===== config.mk =====
export PLATFORM = sky130hd
export DESIGN_NAME = xlat_walker
export DESIGN_NICKNAME = d
export VERILOG_FILES = /design/src/rtl/xlat_walker_pkg.sv /design/src/rtl/xlat_addr_gen.sv /design/src/rtl/xlat_l1_decode.sv /design/src/rtl/xlat_l2_decode.sv /design/src/rtl/xlat_walker.sv
export SDC_FILE = /design/constraint.sdc
export NUM_CORES = 1
export LEC_CHECK = 0
export BUFFER_PORTS_ARGS = -buffer_cell sky130_fd_sc_hd__buf_2
export CAP_MARGIN = 40
export CORE_UTILIZATION = 40
export CTS_BUF_LIST = sky130_fd_sc_hd__clkbuf_8
export CTS_CLUSTER_SIZE = 40
export DETAILED_ROUTE_END_ITERATION = 10
export PLACE_DENSITY = 0.66
export SKIP_LAST_GASP = 1
export SYNTH_ARGS = -nofsm -noshare
export SYNTH_HDL_FRONTEND = slang
export SYNTH_HIERARCHICAL = 1
export SYNTH_SLANG_ARGS = --single-unit

===== constraint.sdc =====
create_clock -name clk -period 1.64 [get_ports clk]
set_clock_uncertainty 0.1 [all_clocks]
set_input_delay 0.082 -clock clk [delete_from_list [all_inputs] [get_ports clk]]
set_output_delay 0.082 -clock clk [all_outputs]
set_load 0.01 [all_outputs]

===== src/rtl/xlat_walker_pkg.sv =====
package xlat_walker_pkg;

  // Bit positions that the descriptor format fixes
  localparam int CODE_W    = 2;
  localparam int BUF_BIT   = 2;
  localparam int CACHE_BIT = 3;
  localparam int DOM_LSB   = 5;
  localparam int LARGE_BIT = 18;

  typedef enum logic [1:0] {
    FLT_NONE       = 2'd0,
    FLT_L1_INVALID = 2'd1,
    FLT_L1_LARGE   = 2'd2,
    FLT_L2_INVALID = 2'd3
  } fault_e;

  typedef enum logic [1:0] {
    L1K_SECTION,
    L1K_COARSE,
    L1K_LARGE,
    L1K_INVALID
  } l1_kind_e;

  typedef enum logic [2:0] {
    ST_IDLE,
    ST_L1_REQ,
    ST_L1_WAIT,
    ST_L2_REQ,
    ST_L2_WAIT,
    ST_RESP
  } walk_state_e;

endpackage


===== src/rtl/xlat_addr_gen.sv =====
module xlat_addr_gen #(
  parameter int ADDR_W   = 32,
  parameter int L1_IDX_W = 12,
  parameter int L2_IDX_W = 8,
  parameter int PAGE_W   = 12
) (
  input  logic                      second,
  input  logic [ADDR_W-1:L1_IDX_W+2] tbl_base,
  input  logic [ADDR_W-1:L2_IDX_W+2] coarse_base,
  input  logic [ADDR_W-1:PAGE_W]     va_hi,
  output logic [ADDR_W-1:0]          fetch_addr
);
  localparam int L1_ALIGN = L1_IDX_W + 2;
  localparam int L2_ALIGN = L2_IDX_W + 2;
  localparam int SECT_W   = L2_IDX_W + PAGE_W;

  logic [ADDR_W-1:0] l1_base, l1_off, l2_base, l2_off;

  // Aligned bases with index bits OR-ed into the cleared low part
  assign l1_base = {tbl_base, {L1_ALIGN{1'b0}}};
  assign l1_off  = ADDR_W'({va_hi[ADDR_W-1 -: L1_IDX_W], 2'b00});
  assign l2_base = {coarse_base, {L2_ALIGN{1'b0}}};
  assign l2_off  = ADDR_W'({va_hi[SECT_W-1 -: L2_IDX_W], 2'b00});

  assign fetch_addr = second ? (l2_base | l2_off) : (l1_base | l1_off);
endmodule


===== src/rtl/xlat_l1_decode.sv =====
module xlat_l1_decode
  import xlat_walker_pkg::*;
#(
  parameter int ADDR_W   = 32,
  parameter int L2_IDX_W = 8,
  parameter int PAGE_W   = 12,
  parameter int DOM_W    = 4
) (
  input  logic [ADDR_W-1:0]          desc,
  output l1_kind_e                   kind,
  output logic [DOM_W-1:0]           domain,
  output logic [ADDR_W-1:L2_IDX_W+PAGE_W] sect_hi,
  output logic [ADDR_W-1:L2_IDX_W+2] coarse_hi,
  output logic                       cacheable,
  output logic                       bufferable
);
  localparam int SECT_W = L2_IDX_W + PAGE_W;

  logic unused_bits;
  assign unused_bits = ^desc;

  always_comb begin
    unique case (desc[CODE_W-1:0])
      2'b10:   kind = desc[LARGE_BIT] ? L1K_LARGE : L1K_SECTION;
      2'b01:   kind = L1K_COARSE;
      default: kind = L1K_INVALID;
    endcase
  end

  assign domain     = desc[DOM_LSB +: DOM_W];
  assign sect_hi    = desc[ADDR_W-1:SECT_W];
  assign coarse_hi  = desc[ADDR_W-1:L2_IDX_W+2];
  assign cacheable  = desc[CACHE_BIT];
  assign bufferable = desc[BUF_BIT];
endmodule


===== src/rtl/xlat_l2_decode.sv =====
module xlat_l2_decode
  import xlat_walker_pkg::*;
#(
  parameter int ADDR_W = 32,
  parameter int PAGE_W = 12
) (
  input  logic [ADDR_W-1:0]      desc,
  output logic                   page_ok,
  output logic [ADDR_W-1:PAGE_W] page_hi,
  output logic                   cacheable,
  output logic                   bufferable
);
  logic unused_bits;
  assign unused_bits = ^desc;

  assign page_ok    = (desc[CODE_W-1:0] == 2'b10);
  assign page_hi    = desc[ADDR_W-1:PAGE_W];
  assign cacheable  = desc[CACHE_BIT];
  assign bufferable = desc[BUF_BIT];
endmodule


===== src/rtl/xlat_walker.sv =====
module xlat_walker
  import xlat_walker_pkg::*;
#(
  parameter int ADDR_W   = 32,
  parameter int L1_IDX_W = 12,
  parameter int L2_IDX_W = 8,
  parameter int PAGE_W   = 12,
  parameter int DOM_W    = 4
) (
  input  logic                       clk,
  input  logic                       rst_n,
  input  logic                       req_valid,
  output logic                       req_ready,
  input  logic [ADDR_W-1:0]          req_vaddr,
  input  logic [ADDR_W-1:L1_IDX_W+2] tbl_base,
  output logic                       mem_req,
  output logic [ADDR_W-1:0]          mem_addr,
  input  logic                       mem_gnt,
  input  logic                       mem_rvalid,
  input  logic [ADDR_W-1:0]          mem_rdata,
  output logic                       rsp_valid,
  input  logic                       rsp_ready,
  output logic [ADDR_W-1:0]          rsp_paddr,
  output logic [DOM_W-1:0]           rsp_domain,
  output logic                       rsp_cacheable,
  output logic                       rsp_bufferable,
  output logic [1:0]                 rsp_fault
);
  localparam int SECT_W   = L2_IDX_W + PAGE_W;
  localparam int L1_ALIGN = L1_IDX_W + 2;
  localparam int L2_ALIGN = L2_IDX_W + 2;

  walk_state_e state;
  logic [ADDR_W-1:0]        va_q;
  logic [ADDR_W-1:L1_ALIGN] base_q;
  logic [ADDR_W-1:L2_ALIGN] coarse_q;
  fault_e                   fault_q;

  l1_kind_e                 l1_kind;
  logic [DOM_W-1:0]         l1_dom;
  logic [ADDR_W-1:SECT_W]   l1_sect_hi;
  logic [ADDR_W-1:L2_ALIGN] l1_coarse_hi;
  logic                     l1_c, l1_b;
  logic                     l2_ok;
  logic [ADDR_W-1:PAGE_W]   l2_page_hi;
  logic                     l2_c, l2_b;

  xlat_l1_decode #(.ADDR_W(ADDR_W), .L2_IDX_W(L2_IDX_W), .PAGE_W(PAGE_W), .DOM_W(DOM_W)) u_l1 (
    .desc(mem_rdata), .kind(l1_kind), .domain(l1_dom), .sect_hi(l1_sect_hi),
    .coarse_hi(l1_coarse_hi), .cacheable(l1_c), .bufferable(l1_b)
  );

  xlat_l2_decode #(.ADDR_W(ADDR_W), .PAGE_W(PAGE_W)) u_l2 (
    .desc(mem_rdata), .page_ok(l2_ok), .page_hi(l2_page_hi),
    .cacheable(l2_c), .bufferable(l2_b)
  );

  xlat_addr_gen #(.ADDR_W(ADDR_W), .L1_IDX_W(L1_IDX_W), .L2_IDX_W(L2_IDX_W), .PAGE_W(PAGE_W)) u_addr (
    .second(state == ST_L2_REQ), .tbl_base(base_q), .coarse_base(coarse_q),
    .va_hi(va_q[ADDR_W-1:PAGE_W]), .fetch_addr(mem_addr)
  );

  assign req_ready = (state == ST_IDLE);
  assign mem_req   = (state == ST_L1_REQ) || (state == ST_L2_REQ);
  assign rsp_valid = (state == ST_RESP);
  assign rsp_fault = fault_q;

  always_ff @(posedge clk) begin
    if (!rst_n) begin
      state          <= ST_IDLE;
      va_q           <= '0;
      base_q         <= '0;
      coarse_q       <= '0;
      fault_q        <= FLT_NONE;
      rsp_paddr      <= '0;
      rsp_domain     <= '0;
      rsp_cacheable  <= 1'b0;
      rsp_bufferable <= 1'b0;
    end else begin
      unique case (state)
        ST_IDLE: if (req_valid) begin
          va_q   <= req_vaddr;
          base_q <= tbl_base;
          state  <= ST_L1_REQ;
        end
        ST_L1_REQ: if (mem_gnt) state <= ST_L1_WAIT;
        ST_L1_WAIT: if (mem_rvalid) begin
          rsp_domain     <= l1_dom;
          coarse_q       <= l1_coarse_hi;
          rsp_paddr      <= '0;
          rsp_cacheable  <= 1'b0;
          rsp_bufferable <= 1'b0;
          state          <= ST_RESP;
          unique case (l1_kind)
            L1K_SECTION: begin
              rsp_paddr      <= {l1_sect_hi, va_q[SECT_W-1:0]};
              rsp_cacheable  <= l1_c;
              rsp_bufferable <= l1_b;
              fault_q        <= FLT_NONE;
            end
            L1K_COARSE:  state   <= ST_L2_REQ;
            L1K_LARGE:   fault_q <= FLT_L1_LARGE;
            default:     fault_q <= FLT_L1_INVALID;
          endcase
        end
        ST_L2_REQ: if (mem_gnt) state <= ST_L2_WAIT;
        ST_L2_WAIT: if (mem_rvalid) begin
          state <= ST_RESP;
          if (l2_ok) begin
            rsp_paddr      <= {l2_page_hi, va_q[PAGE_W-1:0]};
            rsp_cacheable  <= l2_c;
            rsp_bufferable <= l2_b;
            fault_q        <= FLT_NONE;
          end else begin
            fault_q        <= FLT_L2_INVALID;
          end
        end
        ST_RESP: if (rsp_ready) state <= ST_IDLE;
        default: state <= ST_IDLE;
      endcase
    end
  end

  // an unanswered fetch keeps its address
  assert_fetch_hold_R4: assert property (@(posedge clk) disable iff (!rst_n)
    mem_req && !mem_gnt |=> mem_req && $stable(mem_addr));

  // no fetch while a result waits
  assert_no_fetch_in_resp_R4: assert property (@(posedge clk) disable iff (!rst_n)
    rsp_valid |-> !mem_req);

  // a stalled response does not move
  assert_rsp_hold_R13: assert property (@(posedge clk) disable iff (!rst_n)
    rsp_valid && !rsp_ready |=> rsp_valid && $stable(rsp_paddr) && $stable(rsp_fault)
      && $stable(rsp_domain) && $stable(rsp_cacheable) && $stable(rsp_bufferable));

  // busy right after an accept
  assert_busy_after_accept_R2: assert property (@(posedge clk) disable iff (!rst_n)
    req_valid && req_ready |=> !req_ready);

  // faulted results carry no address or attributes
  assert_fault_clean_R12: assert property (@(posedge clk) disable iff (!rst_n)
    rsp_valid && (rsp_fault != FLT_NONE) |-> (rsp_paddr == '0) && !rsp_cacheable && !rsp_bufferable);

  // the handshake returns the walker to idle
  assert_idle_after_rsp_R13: assert property (@(posedge clk) disable iff (!rst_n)
    rsp_valid && rsp_ready |=> req_ready && !rsp_valid);
endmodule


==> results of run 1 <==
-- metal layers --
| layer | wire, µm | vias up | GRT usage | part of all wire |
|---|---|---|---|---|
| met5 | 0 | - | 0 | 0 |
| li1 | - | 2699 | - | - |
| met2 | 9360 | 197 | 0.368 | 0.48 |
| met4 | 312 | 0 | 0.0658 | 0.016 |
| met1 | 8840 | 2665 | 0.277 | 0.45 |
| met3 | 1130 | 28 | 0.0628 | 0.057 |
-- placed cells by master, fill, tap and decap left out, types with 3 or more instances in the layout --
cell / synthesis / layout
sky130_fd_sc_hd__a21oi_1: 77 / 55
sky130_fd_sc_hd__a21oi_2: 1 / 23
sky130_fd_sc_hd__a221oi_2: 20 / 20
sky130_fd_sc_hd__a31oi_1: 12 / 8
sky130_fd_sc_hd__a31oi_2: 2 / 6
sky130_fd_sc_hd__a31oi_4: 8 / 8
sky130_fd_sc_hd__and4bb_1: 4 / 3
sky130_fd_sc_hd__and4bb_2: 9 / 9
sky130_fd_sc_hd__buf_12: 1 / 19
sky130_fd_sc_hd__buf_16: 0 / 3
sky130_fd_sc_hd__buf_2: 13 / 127
sky130_fd_sc_hd__buf_4: 69 / 15
sky130_fd_sc_hd__buf_6: 18 / 42
sky130_fd_sc_hd__buf_8: 0 / 4
sky130_fd_sc_hd__clkbuf_16: 0 / 9
sky130_fd_sc_hd__clkbuf_8: 0 / 20
sky130_fd_sc_hd__clkinv_2: 0 / 4
sky130_fd_sc_hd__dfxtp_1: 115 / 112
sky130_fd_sc_hd__dfxtp_4: 0 / 3
sky130_fd_sc_hd__dlygate4sd3_1: 0 / 83
sky130_fd_sc_hd__inv_1: 1 / 3
sky130_fd_sc_hd__mux2_4: 30 / 30
sky130_fd_sc_hd__mux2i_1: 16 / 16
sky130_fd_sc_hd__nand2_1: 168 / 159
sky130_fd_sc_hd__nand2_2: 1 / 10
sky130_fd_sc_hd__nand2b_1: 4 / 3
sky130_fd_sc_hd__nor2_1: 28 / 27
sky130_fd_sc_hd__nor4bb_1: 12 / 11
sky130_fd_sc_hd__o211ai_1: 13 / 13
-- worst max path at each step --
stage / start / endpoint / depth (start not counted)
finish: state[2] / mem_addr[5] / 6
CTS: state[2] / mem_addr[22] / 6
detailed placement: state[0] / va_q[24] / 4
global route: state[0] / mem_addr[21] / 6
floorplan: state[0] / mem_addr[10] / 6
global placement: state[0] / va_q[10] / 4
-- worst max-delay path, delay by kind of cell (launching register included) --
family	cells	cell delay [ps]
flip-flops	1	340
multiplexers	1	320
buffers and inverters	3	400
AND/OR/NAND/NOR	2	270
-- cell families after synthesis --
logic type             Yosys count
DFF                            115
other                            1
AOI/OAI and AO/OA              145
and+or+nand+nor                246
buffers and inverters          126
muxes                           46
-- cell type report --
cell class,instances,share of cell area
Multi-Input combinational cell,439,0.360
Timing Repair Buffer,302,0.313
Sequential cell,115,0.258
Clock buffer,20,0.0307
Tap cell,188,0.0263
Clock inverter,9,0.0102
Inverter,2,0.00112
Antenna cell,1,0.000280
-- cell usage after synthesis (all sizes together) --
cell type	count
a211o	2
a21oi	79
a221oi	22
a311o	1
a31oi	22
and3b	1
and4b	1
and4bb	14
buf	101
clkbuf	23
conb	1
dfxtp	115
inv	2
mux2	30
mux2i	16
nand2	169
nand2b	4
nand3	1
nand3b	1
nand4	1
nand4bb	2
nor2	29
nor2b	3
nor3	1
nor3b	3
nor4b	2
nor4bb	12
o211ai	13
o21a	1
o21ai	4
o311a	1
or3b	1
or4b	1
-- what timing repair did --
item                                    4_1_cts  5_1_grt
endpoints found under the hold margin        93        0
endpoints found under the setup margin       87      114
buffers inserted                              5       10
pin swaps                                     1        7
resized for setup                            37       81
hold buffers                                 83        0
gates cloned                                  3       12
-- power by group --
| part | total [mW] | internal, mW | switching, mW |
|---|---|---|---|
| clock | 2.52 | 1.42 | 1.10 |
| combinational | 2.88 | 1.47 | 1.41 |
| sequential | 3.17 | 3.03 | 0.149 |
-- flip-flops by register name, summed over array words and instances, names as in the netlist --
register	count
state	3
rsp_paddr	32
base_q	18
rsp_bufferable	1
coarse_q	22
rsp_fault	2
va_q	32
rsp_cacheable	1
rsp_domain	4
==> flow_summary.rst, run 1 <==
.. list-table::
   :header-rows: 1

   * - Metric
     - Value
   * - Placed standard-cell area
     - 0.00678 mm²
   * - Share of synthesized cell area in full adder, half adder and majority cells
     - 0
   * - Violated checks
     - setup timing
   * - Hold/Removal Path Class
     - in2reg
   * - Core utilization of the finished layout
     - 0.589
   * - Area of the core
     - 0.0152 mm²
   * - Initial Utilization
     - 0.410
   * - Number of cells traversed by the worst hold path
     - 4
   * - Clock tree from TritonCTS
     - done
   * - Synthesis warning total
     - 6
   * - Number of vias per cell after detailed routing
     - 5.19
   * - Residual DRC count
     - 0
   * - Die width
     - 127 µm
   * - Library cells used by synthesis
     - 50
   * - Clock buffer count from CTS
     - 17
   * - Maximum net fanout on the critical path
     - 5
   * - Proportion of synthesized chip area in sequential cells
     - 0.369
   * - Proportion of synthesized area in mux cells
     - 0.0980
   * - Final count of pins violating max slew
     - 0
   * - Overall fraction of global-route tracks in use
     - 0.221
   * - Max stage delay on crit path
     - 340 ps
   * - First DRT Iteration DRCs
     - 451
   * - Hold worst-path end
     - rsp_fault[1]
   * - Die height
     - 127 µm
   * - Pre-CTS setup slack
     - -58.6 ps
   * - HPWL after detailed placement
     - 10600 µm
   * - Required time worst endpoint
     - 1460 ps
   * - Part of the cycle the worst path needs
     - 1.20
   * - Category of the worst setup path launch point
     - flop
   * - Number of top-level pins
     - 163
   * - Summed instance area of the synthesized netlist
     - 0.00623 mm²
   * - Filler cell count in the final layout
     - 1235
   * - Final net count
     - 965
   * - Worst VDD drop
     - 0.528 mV
   * - Total of flip-flops plus latches after synthesis
     - 115
   * - Maximum number of pins on one net before global-route repair
     - 51
   * - Status
     - finished with violations
   * - Library cell occupying the most area in the post-synthesis netlist
     - sky130_fd_sc_hd__dfxtp_1
   * - Max Clock Freq
     - 506 MHz
   * - Unrepaired setup endpoints after global routing
     - yes
   * - Register cell area after layout
     - 0.00231 mm²
   * - Post-synthesis to final-layout area growth
     - 43.6%
   * - Critical Path End Type
     - output pin
   * - Residual antenna-violating net count after detailed routing
     - 0
   * - Via count
     - 5589
   * - Average detailed-routed wire length per instance
     - 18.3 µm
   * - Die Outline Area
     - 0.0161 mm²
   * - Clock insertion delay at the later pin of the skew report
     - 440 ps
   * - Number of cells in the design after placement
     - 934
   * - Port bufs
     - 158
   * - DRT Pass-1 Iters
     - 4
   * - HP Start
     - mem_rdata[0]
   * - Root Driver
     - sky130_fd_sc_hd__clkbuf_8
   * - Clock Sink Count
     - 115
   * - Hold slack final
     - 39.7 ps
   * - Deepest level of the CTS H-tree
     - 4
   * - Compound-Gate Fraction of Synth Area
     - 0.186
   * - Final standard cell area without fillers
     - 0.00895 mm²
   * - Final setup violation count
     - 102
   * - Area fraction in and, or, nand and nor cells after synthesis
     - 0.201
   * - Maximum buffer depth of the clock tree
     - 2
   * - Least-Margin Pin Slew
     - 503 ps
   * - Clk slew on worst S/H paths
     - 70 ps
   * - Critical path start-end classification
     - reg2out
   * - Global route total overflow
     - 0
   * - Crit path cell chain
     - nand2b_4 -> nor2_4 -> buf_12 -> buf_12 -> mux2_4 -> buf_6
   * - Power per unit of standard cell area
     - 958 mW/mm²
   * - Worst reg2reg path startpoint
     - state[2]
   * - Area occupied by multi-input gates
     - 0.00322 mm²
   * - Final hold violation count
     - 0
   * - Final Instance Count excl. Fillers
     - 1076
   * - Power Total
     - 8.58 mW
   * - Terminus of the critical flop-to-flop path
     - rsp_paddr[22]
   * - Rel. slew slack
     - 0.665
   * - Path depth of the worst reg2reg path
     - 9
   * - Total negative slack for setup checks
     - -14010 ps
   * - Number of antenna violations at the first check in global routing
     - 2
   * - Instance count of the mapped netlist
     - 679
   * - Share of Yosys cell area claimed by the top area cell type
     - 0.369
   * - Cell types with the largest area share after synthesis
     - sky130_fd_sc_hd__dfxtp_1 37%, sky130_fd_sc_hd__nand2_1 10%, sky130_fd_sc_hd__buf_4 8.3%, sky130_fd_sc_hd__mux2_4 7.2%, sky130_fd_sc_hd__a21oi_1 6.2%
   * - Global-route wire length before repair
     - 27400 µm
   * - Leakage power of the design
     - 3.54 nW
   * - Smallest setup slack after layout
     - -335 ps
   * - Share of the synthesized netlist area taken by xor and xnor gates
     - 0
   * - Minimum clock period after layout
     - 1970 ps
   * - Std cell rows
     - 45
   * - Standard cell with the maximum stage delay on the critical path
     - sky130_fd_sc_hd__dfxtp_4
   * - Average footprint of a synthesized cell
     - 9.18 µm²
   * - Layout cell share with drive strength beyond 1
     - 0.416
   * - Dominant combinational cell family by area after synthesis
     - simple AND/OR/NAND/NOR gates
   * - Via count of the first global-routing pass
     - 5193
   * - Slack of the worst reg-to-reg path
     - -140 ps
   * - Routability Congestion
     - 0.773
   * - Cell repeated most along the worst path
     - sky130_fd_sc_hd__buf_12
   * - Max-cap viol count
     - 0
   * - Total routed wirelength
     - 19600 µm
   * - Critical path data arrival time
     - 1790 ps
Note: power is estimated with default switching activity, not from simulation.
==> run 2: changes to the inputs <==
--- a/config.mk
+++ b/config.mk
@@ -5,6 +5,7 @@
 export SDC_FILE = /design/constraint.sdc
 export NUM_CORES = 1
 export LEC_CHECK = 0
+export ABC_AREA = 1
 export BUFFER_PORTS_ARGS = -buffer_cell sky130_fd_sc_hd__buf_2
 export CAP_MARGIN = 40
 export CORE_UTILIZATION = 40
==> flow_summary.rst, run 2 <==
.. list-table::
   :header-rows: 1

   * - Metric
     - Value
   * - Status
     - finished with violations (unchanged)
   * - Violated checks
     - setup timing (unchanged)
   * - Deepest level of the CTS H-tree
     - 4 (unchanged)
   * - Part of the cycle the worst path needs
     - 1.14 (was 1.20)
   * - Total of flip-flops plus latches after synthesis
     - 115 (unchanged)
   * - Via count
     - 6181 (was 5589)
   * - Residual DRC count
     - 0 (unchanged)
   * - Cell repeated most along the worst path
     - sky130_fd_sc_hd__nand2_1 (was sky130_fd_sc_hd__buf_12)
   * - Clock Sink Count
     - 115 (unchanged)
   * - Summed instance area of the synthesized netlist
     - 0.00577 mm² (was 0.00623 mm²)
   * - Root Driver
     - sky130_fd_sc_hd__clkbuf_8 (unchanged)
   * - Maximum buffer depth of the clock tree
     - 2 (unchanged)
   * - Final setup violation count
     - 115 (was 102)
   * - Global route total overflow
     - 0 (unchanged)
   * - Post-synthesis to final-layout area growth
     - 57.3% (was 43.6%)
   * - Routability Congestion
     - 0.834 (was 0.773)
   * - HPWL after detailed placement
     - 10300 µm (was 10600 µm)
   * - Leakage power of the design
     - 4.41 nW (was 3.54 nW)
   * - Critical Path End Type
     - output pin (unchanged)
   * - Launch point of the critical path
     - state[1] (was state[2])
   * - DRT Pass-1 Iters
     - 5 (was 4)
   * - Critical path data arrival time
     - 1680 ps (was 1790 ps)
   * - Standard cell with the maximum stage delay on the critical path
     - sky130_fd_sc_hd__dfxtp_4 (unchanged)
   * - Die height
     - 122 µm (was 127 µm)
   * - Number of antenna violations at the first check in global routing
     - 0 (was 2)
   * - Most frequent cells after synthesis
     - 248 x sky130_fd_sc_hd__nand2_1, 115 x sky130_fd_sc_hd__dfxtp_1, 113 x sky130_fd_sc_hd__nor2_1, 67 x sky130_fd_sc_hd__buf_4, 66 x sky130_fd_sc_hd__nand3_1 (was 168 x sky130_fd_sc_hd__nand2_1, 115 x sky130_fd_sc_hd__dfxtp_1, 77 x sky130_fd_sc_hd__a21oi_1, 69 x sky130_fd_sc_hd__buf_4, 30 x sky130_fd_sc_hd__mux2_4)
   * - Critical path start-end classification
     - reg2out (unchanged)
   * - Die Outline Area
     - 0.0149 mm² (was 0.0161 mm²)
   * - Final net count
     - 1159 (was 965)
   * - Ys async rst share
     - 0 (unchanged)
   * - Crit path cell chain
     - inv_4 -> nor3_4 -> buf_6 -> buf_8 -> nand2_1 -> nand2_1 -> buf_2 (was nand2b_4 -> nor2_4 -> buf_12 -> buf_12 -> mux2_4 -> buf_6)
   * - Final Instance Count excl. Fillers
     - 1263 (was 1076)
   * - Max Clock Freq
     - 536 MHz (was 506 MHz)
   * - Worst reg2reg path startpoint
     - state[1] (was state[2])
   * - Average detailed-routed wire length per instance
     - 16.4 µm (was 18.3 µm)
   * - Most common library cell in the layout ignoring fill and taps
     - sky130_fd_sc_hd__nand2_1 (unchanged)
   * - Antenna Cells
     - 0 (was 1)
   * - Hold/Removal Path Class
     - in2reg (unchanged)
   * - Share of Yosys cell area claimed by the top area cell type
     - 0.399 (was 0.369)
   * - Final hold violation count
     - 0 (unchanged)
   * - Final count of pins violating max slew
     - 0 (unchanged)
   * - Overall fraction of global-route tracks in use
     - 0.239 (was 0.221)
   * - Layout cell share with drive strength beyond 1
     - 0.404 (was 0.416)
   * - Proportion of synthesized chip area in sequential cells
     - 0.399 (was 0.369)
   * - Minimum clock period after layout
     - 1870 ps (was 1970 ps)
   * - Power per unit of standard cell area
     - 1500 mW/mm² (was 958 mW/mm²)
   * - Prevailing post-synth register cell
     - sky130_fd_sc_hd__dfxtp_1 (unchanged)
   * - Library cells used by synthesis
     - 26 (was 50)
   * - Initial Utilization
     - 0.412 (was 0.410)
   * - Stages on worst setup path
     - 7 (was 6)
   * - Registers with the highest flip-flop counts
     - rsp_paddr: 32 flops, va_q: 32 flops, coarse_q: 22 flops (unchanged)
   * - Library cell occupying the most area in the post-synthesis netlist
     - sky130_fd_sc_hd__dfxtp_1 (unchanged)
   * - Unrepaired setup endpoints after global routing
     - yes (unchanged)
   * - Die width
     - 122 µm (was 127 µm)
   * - Clock buffer count from CTS
     - 17 (unchanged)
   * - Residual antenna-violating net count after detailed routing
     - 0 (unchanged)
   * - Global-route wire length before repair
     - 27300 µm (was 27400 µm)
   * - Port bufs
     - 158 (unchanged)
   * - Maximum number of pins on one net before global-route repair
     - 38 (was 51)
   * - HP Start
     - req_valid (was mem_rdata[0])
   * - Via count of the first global-routing pass
     - 5488 (was 5193)
   * - Worst Path Buf+Inv
     - 4 (was 3)
   * - Category of the worst setup path launch point
     - flop (unchanged)
   * - Required time worst endpoint
     - 1460 ps (about the same)
   * - Largest delay share family, worst path
     - buffers and inverters (unchanged)
   * - First DRT Iteration DRCs
     - 345 (was 451)
   * - Path depth of the worst reg2reg path
     - 11 (was 9)
   * - Std cell rows
     - 43 (was 45)
   * - Clk slew on worst S/H paths
     - 70 ps (about the same)
   * - Hold slack final
     - 112 ps (was 39.7 ps)
   * - Number of top-level pins
     - 163 (unchanged)
   * - Number of cells in the design after placement
     - 1115 (was 934)
   * - Max-cap viol count
     - 0 (unchanged)
   * - Total routed wirelength
     - 20700 µm (was 19600 µm)
   * - Number of cells traversed by the worst hold path
     - 4 (unchanged)
   * - Synthesis warning total
     - 6 (unchanged)
   * - Cell types with the largest area share after synthesis
     - sky130_fd_sc_hd__dfxtp_1 40%, sky130_fd_sc_hd__nand2_1 16%, sky130_fd_sc_hd__buf_4 8.7%, sky130_fd_sc_hd__nor2_1 7.4%, sky130_fd_sc_hd__nand3_1 5.7% (was sky130_fd_sc_hd__dfxtp_1 37%, sky130_fd_sc_hd__nand2_1 10%, sky130_fd_sc_hd__buf_4 8.3%, sky130_fd_sc_hd__mux2_4 7.2%, sky130_fd_sc_hd__a21oi_1 6.2%)
   * - Average footprint of a synthesized cell
     - 6.67 µm² (was 9.18 µm²)
   * - Worst VDD drop
     - 0.821 mV (was 0.528 mV)
   * - Max stage delay on crit path
     - 360 ps (was 340 ps)
   * - Area of the core
     - 0.0140 mm² (was 0.0152 mm²)
   * - Clock insertion delay at the later pin of the skew report
     - 440 ps (about the same)
   * - Instance count of the mapped netlist
     - 865 (was 679)
   * - Smallest setup slack after layout
     - -225 ps (was -335 ps)
   * - Number of vias per cell after detailed routing
     - 4.89 (was 5.19)
   * - Maximum net fanout on the critical path
     - 12 (was 5)
   * - Clock tree from TritonCTS
     - done (unchanged)
   * - Top-count cell post-synth
     - sky130_fd_sc_hd__nand2_1 (unchanged)
   * - Commonest cells after routing, fill and taps aside
     - 172 x sky130_fd_sc_hd__nand2_1, 157 x sky130_fd_sc_hd__buf_2, 112 x sky130_fd_sc_hd__dfxtp_1, 105 x sky130_fd_sc_hd__nor2_1, 80 x sky130_fd_sc_hd__dlygate4sd3_1 (was 159 x sky130_fd_sc_hd__nand2_1, 127 x sky130_fd_sc_hd__buf_2, 112 x sky130_fd_sc_hd__dfxtp_1, 83 x sky130_fd_sc_hd__dlygate4sd3_1, 55 x sky130_fd_sc_hd__a21oi_1)
   * - Number of enable flip-flop cells after synthesis
     - 0 (unchanged)
==> run 2: what timing repair did <==
item,CTS,global route
hold buffers,80,0
buffers inserted,6,6
pin swaps,4,46
resized for setup,21,239
gates cloned,4,21
endpoints found under the setup margin,63,121
hold endpoints to repair,100,0
==> run 2: cells by family (layout without fill, tap and decap cells) <==
| family | Yosys count | count (layout) | share of synthesized area |
|---|---|---|---|
| buf+inv | 179 | 395 | 0.171 |
| simple gates | 463 | 464 | 0.335 |
| other cells | 1 | 2 | 0.000650 |
| flops | 115 | 115 | 0.399 |
| compound gates | 107 | 107 | 0.0940 |
==> run 2: layout make-up <==
cell class,count,area [µm²]
clock buffer,21,289
clock inverter,10,131
fill,1185,4920
inverter,64,250
multi-input combinational,573,3270
sequential,115,2310
tap,180,225
timing repair buffer,300,2600
==> run 2: per-layer routing <==
| layer | part of all wire | GRT usage | routed length (µm) |
|---|---|---|---|
| met5 | 0 | 0 | 0 |
| met4 | 0.035 | 0.0907 | 716 |
| met3 | 0.054 | 0.0524 | 1120 |
| met2 | 0.49 | 0.394 | 10200 |
| met1 | 0.42 | 0.303 | 8670 |
==> run 2: per-stage QoR <==
stage / setup TNS (ps) / setup WS, ps / instance area (µm²) / power, mW / utilization
finish: -13710 / -225 / 9070 / 13.6 / 0.648
global route: -22050 / -318 / 9070 / 14.3 / 0.648
CTS: -5980 / -222 / 7760 / 11.2 / 0.555
detailed placement: -524 / -73.2 / 6300 / 7.68 / 0.451
global placement: 0 / 9.32 / 6300 / 7.63 / 0.451
floorplan: 0 / 176 / 5770 / 6.49 / -
==> run 2: path summary, 6_finish.rpt <==
check                       to  slack [ps]
setup / recovery   mem_addr[8]        -230
setup reg to reg  rsp_paddr[0]        -160
hold / removal      base_q[24]         110
hold reg to reg        va_q[5]         350
==> run 2: worst register-to-register path, delay by kind of cell, from the launching register on <==
family                 cells  cell delay (ps)
AO/OA/AOI/OAI              1               60
buffers and inverters      4              550
flip-flops                 1              350
AND/OR/NAND/NOR            6              620
==> run 2: where the power goes <==
group          switching [mW]  internal [mW]
Clock                    1.18           1.64
Combinational            3.67           3.13
Sequential              0.447           3.51
